===== src/rtl/spi_mem_pkg.sv =====
`timescale 1ns/1ps
package spi_mem_pkg;

    typedef enum logic [1:0] {
        OP_FETCH = 2'd0,
        OP_READ  = 2'd1,
        OP_WRITE = 2'd2,
        OP_RSVD  = 2'd3
    } op_e;

    typedef enum logic [1:0] {
        ST_IDLE  = 2'd0,
        ST_SHIFT = 2'd1,
        ST_GAP   = 2'd2
    } st_e;

    localparam logic [7:0] CMD_RD = 8'h03;
    localparam logic [7:0] CMD_WR = 8'h02;

    localparam int PIN_CS_ROM = 0;
    localparam int PIN_MOSI   = 1;
    localparam int PIN_MISO   = 2;
    localparam int PIN_SCK    = 3;
    localparam int PIN_CS_RAM = 4;
    localparam int PIN_WIDE   = 7;

endpackage


===== src/rtl/spi_mem_frame.sv =====
`timescale 1ns/1ps
module spi_mem_frame
    import spi_mem_pkg::*;
#(
    parameter int DATA_W = 8,
    parameter int HI_W   = 8,
    parameter logic [HI_W-1:0] RAM_REGION = 'h01,
    localparam int ADDR_W  = 2 * DATA_W,
    localparam int FRAME_W = DATA_W + HI_W + ADDR_W + DATA_W,
    localparam int CNT_W   = $clog2(FRAME_W)
) (
    input  op_e                 op,
    input  logic                wide,
    input  logic [ADDR_W-1:0]   pc,
    input  logic [DATA_W-1:0]   page,
    input  logic [DATA_W-1:0]   offset,
    input  logic [DATA_W-1:0]   wdata,
    output logic [FRAME_W-1:0]  frame,
    output logic [CNT_W-1:0]    last,
    output logic                to_ram
);
    logic [DATA_W-1:0] cmd;
    logic [HI_W-1:0]   hi;
    logic [ADDR_W-1:0] lo;

    always_comb begin
        to_ram = (op != OP_FETCH);
        cmd    = (op == OP_WRITE) ? DATA_W'(CMD_WR) : DATA_W'(CMD_RD);
        hi     = to_ram ? RAM_REGION : '0;
        lo     = to_ram ? {page, offset} : pc;
        if (wide) begin
            frame = {cmd, hi, lo, wdata};
            last  = CNT_W'(FRAME_W - 1);
        end else begin
            frame = {cmd, lo, wdata, {HI_W{1'b0}}};
            last  = CNT_W'(FRAME_W - 1 - HI_W);
        end
    end
endmodule


===== src/rtl/spi_mem_pins.sv =====
`timescale 1ns/1ps
module spi_mem_pins
    import spi_mem_pkg::*;
(
    input  logic       sel,
    input  logic       ram,
    input  logic       sck,
    input  logic       mosi,
    output logic [7:0] uio_out,
    output logic [7:0] uio_oe
);
    always_comb begin
        uio_out             = '0;
        uio_out[PIN_CS_ROM] = !(sel && !ram);
        uio_out[PIN_CS_RAM] = !(sel && ram);
        uio_out[PIN_SCK]    = sck;
        uio_out[PIN_MOSI]   = mosi;

        uio_oe              = '0;
        uio_oe[PIN_CS_ROM]  = 1'b1;
        uio_oe[PIN_MOSI]    = 1'b1;
        uio_oe[PIN_SCK]     = 1'b1;
        uio_oe[PIN_CS_RAM]  = 1'b1;
    end
endmodule


===== src/rtl/spi_mem_ctrl.sv =====
`timescale 1ns/1ps
module spi_mem_ctrl
    import spi_mem_pkg::*;
#(
    parameter int DATA_W = 8,
    parameter int HI_W   = 8,
    parameter logic [HI_W-1:0] RAM_REGION = 'h01,
    localparam int ADDR_W  = 2 * DATA_W,
    localparam int FRAME_W = DATA_W + HI_W + ADDR_W + DATA_W,
    localparam int CNT_W   = $clog2(FRAME_W)
) (
    input  logic              clk,
    input  logic              rst_n,
    input  logic              req_valid,
    input  logic [1:0]        req_op,
    input  logic [ADDR_W-1:0] pc,
    input  logic [DATA_W-1:0] page,
    input  logic [DATA_W-1:0] offset,
    input  logic [DATA_W-1:0] wdata,
    output logic [DATA_W-1:0] rdata,
    output logic              done,
    output logic              busy,
    input  logic [7:0]        uio_in,
    output logic [7:0]        uio_out,
    output logic [7:0]        uio_oe
);
    typedef struct packed {
        st_e                st;
        logic [FRAME_W-1:0] tx;
        logic [CNT_W-1:0]   cnt;
        logic [CNT_W-1:0]   last;
        logic               sck;
        logic               sel;
        logic               ram;
        logic               wr;
        logic [DATA_W-1:0]  rx;
        logic [DATA_W-1:0]  rdata;
        logic               done;
    } ctl_t;

    ctl_t q, d;

    logic [FRAME_W-1:0] frame_w;
    logic [CNT_W-1:0]   last_w;
    logic               to_ram_w;
    logic               miso;
    op_e                op_w;
    logic               unused_pins;

    assign op_w        = op_e'(req_op);
    assign miso        = uio_in[PIN_MISO];
    assign unused_pins = ^{uio_in[6:3], uio_in[1:0]};

    spi_mem_frame #(
        .DATA_W     (DATA_W),
        .HI_W       (HI_W),
        .RAM_REGION (RAM_REGION)
    ) u_frame (
        .op     (op_w),
        .wide   (uio_in[PIN_WIDE]),
        .pc     (pc),
        .page   (page),
        .offset (offset),
        .wdata  (wdata),
        .frame  (frame_w),
        .last   (last_w),
        .to_ram (to_ram_w)
    );

    always_comb begin
        d      = q;
        d.done = 1'b0;
        case (q.st)
            ST_IDLE: begin
                if (req_valid) begin
                    d.st   = ST_SHIFT;
                    d.tx   = frame_w;
                    d.cnt  = '0;
                    d.last = last_w;
                    d.sck  = 1'b0;
                    d.sel  = 1'b1;
                    d.ram  = to_ram_w;
                    d.wr   = (op_w == OP_WRITE);
                end
            end
            ST_SHIFT: begin
                if (!q.sck) begin
                    d.sck = 1'b1;
                    d.rx  = {q.rx[DATA_W-2:0], miso};
                end else begin
                    d.sck = 1'b0;
                    if (q.cnt == q.last) begin
                        d.st   = ST_GAP;
                        d.sel  = 1'b0;
                        d.done = 1'b1;
                        if (!q.wr) begin
                            d.rdata = q.rx;
                        end
                    end else begin
                        d.cnt = q.cnt + 1'b1;
                        d.tx  = {q.tx[FRAME_W-2:0], 1'b0};
                    end
                end
            end
            ST_GAP: begin
                d.st = ST_IDLE;
            end
            default: begin
                d.st = ST_IDLE;
            end
        endcase
    end

    always_ff @(posedge clk) begin
        if (!rst_n) begin
            q <= '0;
        end else begin
            q <= d;
        end
    end

    spi_mem_pins u_pins (
        .sel     (q.sel),
        .ram     (q.ram),
        .sck     (q.sck),
        .mosi    (q.tx[FRAME_W-1]),
        .uio_out (uio_out),
        .uio_oe  (uio_oe)
    );

    assign rdata = q.rdata;
    assign done  = q.done;
    assign busy  = (q.st != ST_IDLE);
endmodule


===== config.mk =====
export PLATFORM = sky130hd
export DESIGN_NAME = spi_mem_ctrl
export DESIGN_NICKNAME = d
export VERILOG_FILES = /design/src/rtl/spi_mem_pkg.sv /design/src/rtl/spi_mem_frame.sv /design/src/rtl/spi_mem_pins.sv /design/src/rtl/spi_mem_ctrl.sv
export SDC_FILE = /design/constraint.sdc
export NUM_CORES = 1
export LEC_CHECK = 0
export BUFFER_PORTS_ARGS = -buffer_cell sky130_fd_sc_hd__buf_2
export CAP_MARGIN = 5
export CORE_AREA = 2 2 98 100
export DETAILED_ROUTE_END_ITERATION = 8
export DIE_AREA = 0 0 100 102
export GPL_TIMING_DRIVEN = 0
export PLACE_DENSITY_LB_ADDON = 0.25
export SLEW_MARGIN = 25
export SYNTH_ARGS = -nofsm -noshare
export SYNTH_HDL_FRONTEND = slang
export SYNTH_SLANG_ARGS = --single-unit

===== constraint.sdc =====
create_clock -name clk -period 2.2 [get_ports clk]
set_input_delay 0.22 -clock clk [delete_from_list [all_inputs] [get_ports clk]]
set_output_delay 0.22 -clock clk [all_outputs]
set_load 0.02 [all_outputs]

# Word level (Yosys, flattened, before mapping)
# Index checks and enable logic that the tools add are counted.
# word_totals
rom_bits	0
ram_bits	0
memories	0
latchBits	0
input_bits	53
ff_bits	75
out_inout_bits	26
# op_classes
addsub	1
multipliers	0
n_reduce_logical	17
n_eq_ne	7
n_div	0
n_lt_le_gt_ge	0
bitwise_logic	2
shift	0
mux	16
# ops
operator	n
$pmux 46 s2	1
$mux 58	1
$mux 48	1
$mux 46	1
$mux 32	1
$mux 16	1
$reduce_and 4->1	3
$ne 2x2->1 const B	4
$pmux 2 s2	2
$add 6x1->6 const B	1
$eq 6x6->1	1
$mux 1	6
$mux 6	1
$reduce_and 2->1	3
$reduce_and 3->1	2
$reduce_bool 2->1	3
$logic_not 1->1	3
$eq 2x1->1 const B	1
$eq 2x2->1 const B	1
$logic_and 1x1->1	2
$logic_not 2->1	1
$mux 2	1
$not 1->1	2

# Depth between registers and ports, before layout
# Gate-level depths: netlist of the first run.
# logic_depth
word_depth	5
mapped_depth	8
depth_no_buf	5

# By module
# A second synthesis of the first run with hierarchy kept.
# unflattened
hier_cells	568
area_unflattened_um2	4624.4
# modules_own_cells
module	area_per_inst_um2	cells_per_inst	seq_area_each_um2	n_inst
spi_mem_ctrl	3737.3	450	1501.4	1
spi_mem_frame	764.5	100	0.0	1
spi_mem_pins	122.6	18	0.0	1

# Least setup slack after synthesis of the first run
# No wires, ideal clock.
# synth_path
kind	register -> register
from	reg q[30] (netlist name)
to	reg q (netlist bit rdata[0])
stages_incl_launch_ff	7
setup_time_ps	128
t_arrival_ps	1513
path_slack_ps	559
path_cell_list	dfxtp_1 nor3_1 o221ai_2 or3_1 buf_6 mux2i_1 nor2_1
# synth_via
elab_chain_len	2
# synth_rtl
element	line	text
from (decl)	spi_mem_ctrl.sv:41	ctl_t q, d;
from (signal assigned)	spi_mem_ctrl.sv:116	q <= '0;
from (signal assigned)	spi_mem_ctrl.sv:118	q <= d;
$eq 6x6->1	spi_mem_ctrl.sv:92	if (q.cnt == q.last) begin
$reduce_and 4->1 (no source line)	--	
# No other way between the ends.
# A chain may end at the register's enable or synchronous reset.

# Worst setup path in the final report of the first run
# layout_path
from	reg q[73] (netlist name)
to	reg q[73] (netlist name)
# layout_via
elab_chain_len	3
word_cells_on_any_way	7
classes_between	eq/ne: 4; mux: 1; reduce/logical: 2
# layout_rtl
element	line	text
$eq 2x1->1 or $logic_not 2->1 (tied branches)	spi_mem_ctrl.sv:73	case (q.st)
$ne 2x2->1 (no source line)	--	
$reduce_and 3->1 (no source line)	--	
# Several ways; a longest one is shown, not always the timed one.

==> flow_metrics.env, run 1 <==
export IMPL_clk_latency_ps=360
export IMPL_grt_usage_pct=18.6
export IMPL_post_cts_buffers=0
export IMPL_cts_resized=0
export IMPL_drive_gt1_share_pct=27.6
export IMPL_critical_path_class="flop to flop"
export IMPL_drtAntennaViolNets=0
export IMPL_finalNetCount=538
export IMPL_maxCapViolCount=0
export IMPL_diodes=0
export IMPL_hold_path_class="primary input to flop"
export IMPL_portBuffers=60
export IMPL_final_common_cell="dfxtp_1"
export IMPL_via_count=3182
export IMPL_cts_tree="built"
export IMPL_worst_pin_slew_ps=713
export IMPL_dpl_instance_area_mm2=0.00404
export IMPL_synth_cell_types=44
export IMPL_hold_buffers=0
export IMPL_required_ps=2480
export IMPL_numClockSinks=72
export IMPL_dieWidth_um=100
export IMPL_p_sw_mw=0.979
export IMPL_cts_htree_levels=3
export IMPL_ios=79
export IMPL_drt_pass1_iterations=4
export IMPL_period_share_pct=87.7
export IMPL_crit_fanout=10
export IMPL_fmax_mhz=518
export IMPL_rsz0062_at_grt="no"
export IMPL_avgRoutedWirePerCell_um=15.0
export IMPL_dr_max_layer_used="met4"
export IMPL_wl_met1_um=4160
export IMPL_slew_headroom_pct=52.5
export IMPL_rows=35
export IMPL_place_gp_congestion=0.831
export IMPL_setup_tns_ps=0
export IMPL_dp_hpwl_um=6690
export IMPL_syn_to_final_growth_pct=19.3
export IMPL_design_die_area_mm2=0.0102
export IMPL_finalMaxSlewViolations=0
export IMPL_grt_pass1_vias=2907
export IMPL_syn_avg_cell_area_um2=8.84
export IMPL_critPathLaunchType="flop"
export IMPL_ys_ff_latch=72
export IMPL_multi_input_area_mm2=0.00182
export IMPL_viasPerCell=5.30
export IMPL_grt_pass1_wl_um=14700
export IMPL_final_cell_mix="dfxtp_1 (72), buf_2 (66), nand2_1 (47), nor2_1 (44), mux2i_1 (30)"
export IMPL_nFillCells=918
export IMPL_cp_end_kind="flop"
export IMPL_stdcell_count=600
export IMPL_synth_top_cell_by_area="dfxtp_1"
export IMPL_syn_inst=403
export IMPL_power_frac_comb_pct=18.4
export IMPL_wl_met3_um=534
export IMPL_power_density_mw_per_mm2=740
export IMPL_yosys_warnings=0
export IMPL_mappedNetlistArea_mm2=0.00356
export IMPL_skew_ps=11.6
export IMPL_power_frac_seq_pct=45.7
export IMPL_hold_viol_final=0
export IMPL_antenna_found_initial=0
export IMPL_period_needed_ps=1930
export IMPL_p_clk_share_pct=35.9
export IMPL_synth_top_area_share_pct=40.5
export IMPL_ff_latch_area_mm2=0.00144
export IMPL_clk_pin_slew_ps=90
export IMPL_p_int_mw=2.17
export IMPL_die_h_um=102
export IMPL_finalSetupViolCount=0
export IMPL_met2_length_um=4220
export IMPL_overflow=0
export IMPL_sw_frac_of_total_pct=31.1
export IMPL_drt_wl_total_um=8990
export IMPL_leakagePower_nw=1.73
export IMPL_dr_first_iter_drc_count=145
export IMPL_peakVddDrop_uv=268
export IMPL_start_util_pct=39.1
export IMPL_final_area_mm2=0.00425
export IMPL_core_mm2=0.00911
export IMPL_yosysSeqAreaShare_pct=40.5
export IMPL_drc=0
export IMPL_grt_max_degree=16
export IMPL_root_buffer="clkbuf_8"
export IMPL_synth_area_leaders="dfxtp_1 (40%), mux2i_1 (8.4%), buf_4 (5.1%)"
export IMPL_cp_arrival_ps=2210
export IMPL_dp_cells=584
export IMPL_status="complete, no violations"
export IMPL_clockBufferDepth=2
export IMPL_cts_buffers=9
-- cell families after synthesis --
kind of cell	synth area share, %
XOR/XNOR	0.246
flip-flops	40.5
AND/OR/NAND/NOR	14.9
multiplexers	9.38
adder cells (fa/ha/maj)	0.351
other	0.211
buffers and inverters	9.48
AO/OA/AOI/OAI	24.9
-- power by group through the flow --
stage | registers, mW | logic (mW) | clock network (mW)
floorplan | 1.45 | 0.421 | 0
global placement | 1.46 | 0.568 | 0
detailed placement | 1.47 | 0.577 | 0
CTS | 1.44 | 0.579 | 1.15
global route | 1.45 | 0.641 | 1.22
finish | 1.44 | 0.579 | 1.13
-- registers in the layout, summed over array words and instances, names as in the netlist --
signal,flops
done,1
rdata,8
q,63
-- metal layers --
layer | track usage [%] | up-vias
li1 | - | 1588
met1 | 23.8 | 1494
met2 | 31.6 | 91
met3 | 4.65 | 9
met4 | 4.74 | 0
met5 | 0 | -
-- final cells by class --
type	count	share of cell area [%]
tap	111	3.27
clock buffer	9	2.91
clock inverter	7	2.06
sequential	72	33.9
inverter	4	0.353
buffer	52	7.59
multi-input combinational	285	42.8
timing repair buffer	60	7.07
-- cell usage after synthesis --
cell / number
a211oi_1: 7
a211oi_2: 11
a21oi_1: 24
a22oi_1: 17
a2bb2oi_1: 7
a311oi_1: 2
a311oi_2: 6
a31oi_1: 2
a41oi_1: 1
and2_1: 2
and3_1: 2
and4_1: 1
buf_1: 4
buf_2: 6
buf_4: 24
buf_6: 4
clkbuf_1: 14
conb_1: 2
dfxtp_1: 72
ha_1: 1
inv_1: 3
inv_2: 1
mux2_2: 1
mux2i_1: 30
mux4_2: 1
nand2_1: 47
nand2b_1: 3
nand3_1: 5
nand4_1: 3
nor2_1: 44
nor2_4: 1
nor2b_1: 1
nor3_1: 3
nor4_2: 1
o211ai_1: 10
o21ai_0: 22
o21ba_2: 1
o221ai_2: 1
o22ai_1: 8
or2_1: 1
or2_2: 1
or3_1: 1
or4_1: 4
xnor2_1: 1
-- critical path: stages (launching register included) --
cell     delay [ps]
dfxtp_1         390
nor2b_1         310
buf_2           280
buf_1           460
o21ai_0         220
a21oi_1         200
-- stage by stage --
stage	setup slack [ps]	hold slack [ps]	total power, mW	utilization, %
after floorplan	559	356	1.87	-
after global placement	289	439	2.03	44.3
after detailed placement	320	444	2.04	44.3
after CTS	275	77.6	3.17	46.7
after global routing	83.6	89.5	3.31	46.7
final	270	98.5	3.15	46.7
-- path summary, 6_finish.rpt --
path / from / endpoint / slack (ps) / cells after the start
worst max register to register: q[73]$_SDFFE_PN0P_ / q[73]$_SDFFE_PN0P_ / 270 / 5
worst max-delay path: q[73]$_SDFFE_PN0P_ / q[73]$_SDFFE_PN0P_ / 270 / 5
worst min-delay path: uio_in[2] / q[9]$_SDFFE_PN0P_ / 100 / 3
worst min register to register: q[17]$_SDFFE_PN0P_ / q[17]$_SDFFE_PN0P_ / 450 / 2
(Power assumes the default switching activity.)
==> run 2, diff against run 1 <==
CORE_AREA = 2 2 111 113   (was 2 2 98 100)
CTS_CLUSTER_SIZE = 25   (was not set)
DIE_AREA = 0 0 113 115   (was 0 0 100 102)
SYNTH_HIERARCHICAL = 1   (was not set)
==> flow_metrics.env, run 2 <==
export IMPL_final_common_cell="nand2_1"
export IMPL_drt_pass1_iterations=7
export IMPL_top_register="q"
export IMPL_nFillCells=1178
export IMPL_dp_hpwl_um=8990
export IMPL_synth_top_area_share_pct=32.5
export IMPL_fmax_mhz=507
export IMPL_design_die_area_mm2=0.0130
export IMPL_rows=40
export IMPL_grt_usage_pct=18.5
export IMPL_synth_edf_count=0
export IMPL_core_mm2=0.0118
export IMPL_drtAntennaViolNets=0
export IMPL_synth_cell_types=45
export IMPL_dr_first_iter_drc_count=171
export IMPL_hold_viol_final=0
export IMPL_power_mw=3.64
export IMPL_start_util_pct=39.2
export IMPL_met2_length_um=5540
export IMPL_drt_wl_total_um=11900
export IMPL_largest_reg_flops=66
export IMPL_peakVddDrop_uv=428
export IMPL_clk_pin_slew_ps=60
export IMPL_wl_met1_um=5570
export IMPL_leakagePower_nw=2.42
export IMPL_stdcell_count=808
export IMPL_period_share_pct=89.6
export IMPL_cts_htree_levels=3
export IMPL_via_count=4151
export IMPL_cp_end_kind="flop"
export IMPL_cts_tree="built"
export IMPL_wl_met3_um=594
export IMPL_syn_to_final_growth_pct=18.6
export IMPL_ys_flop_type="dfxtp_1"
export IMPL_yosysSeqAreaShare_pct=32.5
export IMPL_cp_arrival_ps=2230
export IMPL_pre_cts_ws_ps=229
export IMPL_status="complete, but fails checks"
export IMPL_synth_top_cell_by_area="dfxtp_1"
export IMPL_required_ps=2450
export IMPL_final_cell_mix="nand2_1 (81), dfxtp_1 (75), o21ai_0 (65), buf_2 (63), mux2i_1 (49)"
export IMPL_place_gp_congestion=0.864
export IMPL_diodes=0
export IMPL_finalMaxSlewViolations=0
export IMPL_antenna_found_initial=0
export IMPL_finalNetCount=710
export IMPL_fin_util_pct=46.4
export IMPL_power_density_mw_per_mm2=664
export IMPL_rsz0062_at_grt="no"
export IMPL_maxCapViolCount=0
export IMPL_critPathLaunchType="flop"
export IMPL_clockBufferDepth=2
export IMPL_dieWidth_um=113
export IMPL_synth_most_common_cell="nand2_1"
export IMPL_worstSetupStartpoint="q[20]$_SDFFE_PN0P_"
export IMPL_post_cts_buffers=0
export IMPL_ys_ff_latch=75
export IMPL_synth_cells_most_frequent="nand2_1 (81), dfxtp_1 (75), o21ai_0 (65), mux2i_1 (49), and2_1 (48)"
export IMPL_dr_max_layer_used="met4"
export IMPL_finalSetupViolCount=0
export IMPL_drive_gt1_share_pct=19.1
export IMPL_async_flop_share_pct=0
export IMPL_hold_path_startpoint="uio_in[2]"
export IMPL_cts_resized=0
export IMPL_portBuffers=59
export IMPL_reg2reg_from="q[20]$_SDFFE_PN0P_"
export IMPL_syn_inst=568
export IMPL_numClockSinks=75
export IMPL_drc=5
export IMPL_crit_fanout=8
export IMPL_cts_buffers=9
export IMPL_dp_cells=792
export IMPL_synth_area_leaders="dfxtp_1 (32%), mux2i_1 (11%), o21ai_0 (7.0%)"
export IMPL_yosys_warnings=6
export IMPL_hold_buffers=0
export IMPL_avgRoutedWirePerCell_um=14.7
export IMPL_overflow=0
export IMPL_worst_pin_slew_ps=761
export IMPL_die_h_um=115
export IMPL_viasPerCell=5.14
export IMPL_mappedNetlistArea_mm2=0.00462
export IMPL_slew_headroom_pct=48.9
export IMPL_hold_path_class="primary input to flop"
export IMPL_ios=79
export IMPL_finalWorstSetupSlack_ps=228
export IMPL_critical_path_class="flop to flop"
export IMPL_setup_tns_ps=0
export IMPL_grt_pass1_vias=4030
export IMPL_skew_ps=5.64
export IMPL_clk_latency_ps=330
export IMPL_period_needed_ps=1970
export IMPL_violations="DRC"
export IMPL_root_buffer="clkbuf_16"
export IMPL_grt_pass1_wl_um=19600
export IMPL_syn_avg_cell_area_um2=8.14
export IMPL_grt_max_degree=13
## run 2: worst max-delay path: stages, from the launching register on
cell and delay, ps:
dfxtp_1 320, clkbuf_1 320, nand3b_1 330, nor4_4 650
mux2i_1 260
## run 2: per-stage QoR
stage               hold slack (ps)  area [µm²]
floorplan                       356        4690
global placement                441        5170
detailed placement              448        5170
CTS                             140        5490
global route                    136        5490
finish                          139        5490
## run 2: layout make-up
class                      instances  area, µm²  area share, %
inverter                           7       26.3          0.479
tap                              147        184           3.35
sequential                        75       1500           27.4
multi-input combinational        423       2710           49.4
timing repair buffer              59        295           5.38
buffer                            81        453           8.26
clock buffer                      12        267           4.86
clock inverter                     4       47.5          0.867
## run 2: path summary, 6_finish.rpt
check | slack, ps | depth (start not counted) | to
min | 140 | 3 | q[9]$_SDFFE_PN0P_
min reg2reg | 450 | 2 | q[61]$_SDFFE_PN0P_
max | 230 | 4 | rdata[1]$_SDFFE_PN0P_
max reg2reg | 230 | 4 | rdata[1]$_SDFFE_PN0P_
## run 2: layer usage
layer	GRT usage, %	vias up
met5	0	-
met4	5.69	0
met3	2.85	14
met2	30.8	108
met1	25.0	1941
li1	-	2088
## run 2: cell families after synthesis
logic type      Yosys count  synth area share, %
buf+inv                  88                 10.4
mux                      57                 15.2
flops                    75                 32.5
fa+ha+maj                 1                0.271
compound gates          113                 13.9
other cells               4                0.325
xor+xnor                  7                 1.33
simple gates            223                 26.2
## run 2: power by group
group | switching [mW] | internal, mW
clock | 0.550 | 0.967
combinational | 0.404 | 0.277
sequential | 0.0305 | 1.41
total | 0.985 | 2.66
